===== src/rtl/ddr_init_seq.sv =====
module ddr_init_seq #(
  parameter int CLK_MHZ     = 200,
  parameter int PWRUP_US    = 200,
  parameter int T_RP        = 3,
  parameter int T_MRD       = 2,
  parameter int T_RFC       = 14,
  parameter int DLL_LOCK    = 200,
  parameter int ROW_W       = 13,
  parameter int BA_W        = 2,
  parameter int DLL_RST_BIT = 8,
  parameter logic [ROW_W-1:0] EMR_VAL = '0,
  parameter logic [ROW_W-1:0] MR_VAL  = 13'h062
) (
  input  logic             clk,
  input  logic             rst_n,
  input  logic             start,
  output logic             cke,
  output logic             cs_n,
  output logic             ras_n,
  output logic             cas_n,
  output logic             we_n,
  output logic [BA_W-1:0]  ba,
  output logic [ROW_W-1:0] addr,
  output logic             done
);
  localparam int PWRUP_CYC = CLK_MHZ * PWRUP_US;
  localparam int M1 = (T_RP > T_MRD) ? T_RP : T_MRD;
  localparam int M2 = (M1 > T_RFC) ? M1 : T_RFC;
  localparam int MAXSPAN = (M2 > PWRUP_CYC) ? M2 : PWRUP_CYC;
  localparam int CNT_W = $clog2(MAXSPAN + 1);
  localparam int DLL_W = $clog2(DLL_LOCK + 1);
  localparam logic [ROW_W-1:0] DLL_MASK = ROW_W'(1) << DLL_RST_BIT;
  localparam logic [3:0] C_NOP = 4'b0111;
  localparam logic [3:0] C_PRE = 4'b0010;
  localparam logic [3:0] C_REF = 4'b0001;
  localparam logic [3:0] C_LMR = 4'b0000;

  typedef enum logic [3:0] {
    S_IDLE, S_PWR, S_CKE, S_PRE1, S_EMR, S_MRR,
    S_PRE2, S_REF1, S_REF2, S_MRN, S_DLL, S_DONE
  } st_t;

  st_t st, st_nx;
  logic [CNT_W-1:0] cnt, span;
  logic [DLL_W-1:0] dll_cnt;
  logic [3:0] cmd;
  logic last, dll_ok, issue;

  always_comb begin
    case (st)
      S_PWR:          span = CNT_W'(PWRUP_CYC);
      S_PRE1, S_PRE2: span = CNT_W'(T_RP);
      S_EMR, S_MRR,
      S_MRN:          span = CNT_W'(T_MRD);
      S_REF1, S_REF2: span = CNT_W'(T_RFC);
      default:        span = CNT_W'(1);
    endcase
  end

  assign last   = (cnt == span - 1'b1);
  assign dll_ok = (dll_cnt >= DLL_W'(DLL_LOCK - 1));
  assign issue  = (cnt == '0);

  always_comb begin
    st_nx = st;
    case (st)
      S_IDLE: if (start) st_nx = S_PWR;
      S_PWR:  if (last) st_nx = S_CKE;
      S_CKE:  if (last) st_nx = S_PRE1;
      S_PRE1: if (last) st_nx = S_EMR;
      S_EMR:  if (last) st_nx = S_MRR;
      S_MRR:  if (last) st_nx = S_PRE2;
      S_PRE2: if (last) st_nx = S_REF1;
      S_REF1: if (last) st_nx = S_REF2;
      S_REF2: if (last) st_nx = S_MRN;
      S_MRN:  if (last) st_nx = dll_ok ? S_DONE : S_DLL;
      S_DLL:  if (dll_ok) st_nx = S_DONE;
      default: st_nx = st;
    endcase
  end

  always_ff @(posedge clk or negedge rst_n) begin
    if (!rst_n) begin
      st      <= S_IDLE;
      cnt     <= '0;
      dll_cnt <= '0;
    end else begin
      st <= st_nx;
      if (st_nx != st) cnt <= '0;
      else if (!last)  cnt <= cnt + 1'b1;
      if (st == S_MRR && issue) dll_cnt <= DLL_W'(1);
      else if (dll_cnt != '0 && dll_cnt < DLL_W'(DLL_LOCK)) dll_cnt <= dll_cnt + 1'b1;
    end
  end

  always_comb begin
    cmd  = C_NOP;
    ba   = '0;
    addr = '0;
    if (issue) begin
      case (st)
        S_PRE1, S_PRE2: begin cmd = C_PRE; addr[10] = 1'b1; end
        S_EMR:          begin cmd = C_LMR; ba = BA_W'(1); addr = EMR_VAL; end
        S_MRR:          begin cmd = C_LMR; addr = MR_VAL | DLL_MASK; end
        S_REF1, S_REF2: cmd = C_REF;
        S_MRN:          begin cmd = C_LMR; addr = MR_VAL & ~DLL_MASK; end
        default:        cmd = C_NOP;
      endcase
    end
  end

  assign {cs_n, ras_n, cas_n, we_n} = cmd;
  assign cke  = (st != S_IDLE) && (st != S_PWR);
  assign done = (st == S_DONE);
endmodule


===== config.mk =====
export PLATFORM = sky130hd
export DESIGN_NAME = ddr_init_seq
export DESIGN_NICKNAME = d
export VERILOG_FILES = /design/src/rtl/ddr_init_seq.sv
export SDC_FILE = /design/constraint.sdc
export NUM_CORES = 1
export LEC_CHECK = 0
export BUFFER_PORTS_ARGS = -buffer_cell sky130_fd_sc_hd__clkbuf_2
export CAP_MARGIN = 20
export CORE_MARGIN = 3
export CORE_UTILIZATION = 63
export DETAILED_ROUTE_END_ITERATION = 8
export GPL_ROUTABILITY_DRIVEN = 0
export PLACE_DENSITY = 0.85
export SLEW_MARGIN = 5
export SYNTH_ARGS = -nofsm -noshare
export SYNTH_HDL_FRONTEND = slang
export SYNTH_SLANG_ARGS = --single-unit

===== constraint.sdc =====
create_clock -name clk -period 6.2 [get_ports clk]
set_input_delay 0.93 -clock clk [delete_from_list [all_inputs] [get_ports clk]]
set_output_delay 0.93 -clock clk [all_outputs]
set_load 0.005 [all_outputs]

==> results_dict.tcl <==
set metrics [dict create \
    status "finished, final reports clean" \
    critPathTopFamily "simple AND/OR/NAND/NOR gates" \
    via_count 1740 \
    die_w_um 64.6 \
    grt_use_total 0.215 \
    rsz0062_at_grt "no" \
    tritoncts "done" \
    synth_top_cell_area_share 0.324 \
    postRouteAntennaNets 0 \
    io_buffers 13 \
    layout-drive-gt1-share 0.0972 \
    firstDrtPassIters 4 \
    synthArstFlopShare 1.00 \
    io_pins 24 \
    setup_slack_ns 2.53 \
    clockRootBuffer "clkbuf_4" \
    yosys-top-cells-area "dfrtp_1, xnor2_1, ha_1" \
    synth_top_cell_by_area "dfrtp_1" \
    syn_area_um2 2160 \
    clockBufferDepth 2 \
    fin_crit_sh 0.592 \
    synth_fa_ha_area_frac 0.0463 \
    setup_violations 0 \
    fmax_mhz 272 \
    regArea_um2 701 \
    cts_buffers 3 \
    fill_cells 283 \
    hold_path_class "reg2reg" \
    postSynthRegisterBits 28 \
    synth_top_family_by_area "simple AND/OR/NAND/NOR gates" \
    cp-end-kind "register" \
    wire_per_inst_um 14.1 \
    hpwl_um 3110 \
    cts_setup_buffers 0 \
    post_dp_cell_area_um2 2140 \
    cts.sinks 28 \
    synthXorXnorAreaFrac 0.101 \
    maxCapViolations 0 \
    p_leak_nw 0.981 \
    pre_cts_ws_ns 2.53 \
    syn_inst 251 \
    multi_input_area_um2 1280 \
    avgViaCountPerCell 5.98 \
    hold_viol_final 0 \
    critPathSlowestCell "dfrtp_1" \
    critPathBufInv 2 \
    die_area_um2 4170 \
    synth_ff_type "dfrtp_1" \
    ir_drop_mv 0.182 \
    drt-total-wl_um 4100 \
    required_ns 6.41 \
    synth.distinct_cells 48 \
    synth_compound_area_frac 0.126 \
    die_h_um 64.6 \
    p_total_w 0.000470 \
    crit_chain "or4b_4 -> inv_1 -> ha_1 -> inv_1 -> ha_1 -> xnor2_1 -> and3_1 -> nand4_1 -> nor4b_4 -> or3b_1 -> xnor2_1" \
    grt_pass1_vias 1595 \
    p_per_area_nw_per_um2 217 \
    synth_edf_count 0 \
    fin_nets 260 \
    overflow 0 \
    antenna_found_initial 0 \
    syn_avg_cell_area_um2 8.61 \
    slowest_delay_ns 0.71 \
    ys_warn_count 0 \
    ctsResizeCount 0 \
    yosys.area_share.simple 0.285 \
    grt_pass1_wl_um 7270 \
    clk-insertion-delay-late_ns 0.32 \
    utilization 0.686 \
    hold_buffers 0 \
    path_clk_slew_ns 0.14 \
    start_util 0.685 \
    skew_ns 0.00202 \
    num_rows 20 \
    fin_crit_ns 3.67 \
    crit_fanout 21 \
    slew_viol_final 0 \
    grt_max_degree 29 \
    tightest_slew_ns 0.701 \
    critPathKind "reg2reg" \
    coreArea_um2 3150 \
    start_kind "register" \
    synth_seq_area_share 0.324 \
    antenna_cells 0 \
    timing.slew.headroom 0.529 \
    htreeDepth 1 \
    cp_data_arrival_time_ns 3.88 \
    drt_iter0_drc 113 \
    synthMuxAreaShare 0.0151 \
    drc_errors 0 \
    area.growth.synth_to_final_pct 0.0578 \
    setup_tns_ns 0 \
    final_area_um2 2160 \
]
==> worst min-delay path: cells and delay by family (launching register included) <==
| kind | cells | cell delay, ns |
|---|---|---|
| compound gates | 1 | 0.05 |
| flops | 1 | 0.39 |
| simple gates | 1 | 0.08 |
==> kinds of logic after synthesis <==
| group | count (synthesis) |
|---|---|
| adder cells (fa/ha/maj) | 8 |
| other | 2 |
| buffers and inverters | 39 |
| AND/OR/NAND/NOR | 106 |
| AO/OA/AOI/OAI | 40 |
| flip-flops | 28 |
| XOR/XNOR | 25 |
| multiplexers | 3 |
==> per-layer routing <==
metal / global-route usage / vias up / part of all wire
li1: - / 865 / -
met1: 0.307 / 835 / 0.45
met2: 0.347 / 36 / 0.50
met3: 0.0191 / 4 / 0.038
met4: 0.0660 / 0 / 0.0090
met5: 0 / - / 0
==> flip-flops by register name, indices dropped and copies added (netlist names) <==
register / cells
st: 4
cnt: 16
dll_cnt: 8
==> report_power, final <==
part	switching (W)	internal [W]
logic	0.0000827	0.0000641
clock network	0.0000503	0.0000228
registers	0.0000443	0.000206
==> placed cells by master, fill, tap and decap left out, types with 2 or more instances in the layout <==
master     count
o211ai_1       4
nand2_1       14
dfrtp_1       28
and3b_1        2
nor4_1         3
nand4_1        7
clkbuf_2      13
or3b_1         2
or3_1          5
or2_2          2
ha_1           8
nand3_1        9
conb_1        11
o31ai_1        4
nor2b_1        4
clkbuf_4       3
nor4b_1        2
a21oi_1        9
inv_1         10
nor3b_1        2
mux2_2         2
xnor2_1       15
or4_1          3
and4_1         4
and3_1         7
o21ai_0        8
nor2_1        24
nand2b_1       5
xor2_1        10
o2111ai_1      2
a31oi_1        7
nor3_1         5
==> layout make-up <==
type | count | area share
inverters | 10 | 0.0174
clock buffers | 3 | 0.0104
well taps | 44 | 0.0255
multi-input cells | 193 | 0.593
flip-flops and latches | 28 | 0.324
repair buffers | 13 | 0.0301
==> synth_stat cells (all sizes together), types with 8 or more instances <==
cell / n
dfrtp: 28
nor2: 24
buf: 20
xnor2: 15
nand2: 14
inv: 10
xor2: 10
a21oi: 9
clkbuf: 9
nand3: 9
ha: 8
o21ai: 8
==> metrics by stage <==
stage / hold slack [ns] / cells
after global placement: 0.502 / 288
after floorplan: 0.477 / 260
after global routing: 0.595 / 291
final: 0.551 / 291
after detailed placement: 0.513 / 288
after CTS: 0.548 / 291
==> path summary, 6_finish.rpt <==
path | start | endpoint | slack (ns) | depth (start not counted)
hold reg to reg | dll_cnt[7] | dll_cnt[7] | 0.55 | 2
min in group asynchronous | rst_n | cnt[11] | 0.62 | 1
setup reg to reg | st[0] | st[2] | 2.53 | 11
hold / removal | dll_cnt[7] | dll_cnt[7] | 0.55 | 2
max in group asynchronous | rst_n | cnt[3] | 5.14 | 1
setup / recovery | st[0] | st[2] | 2.53 | 11
Power figures use the tool's default switching activity.
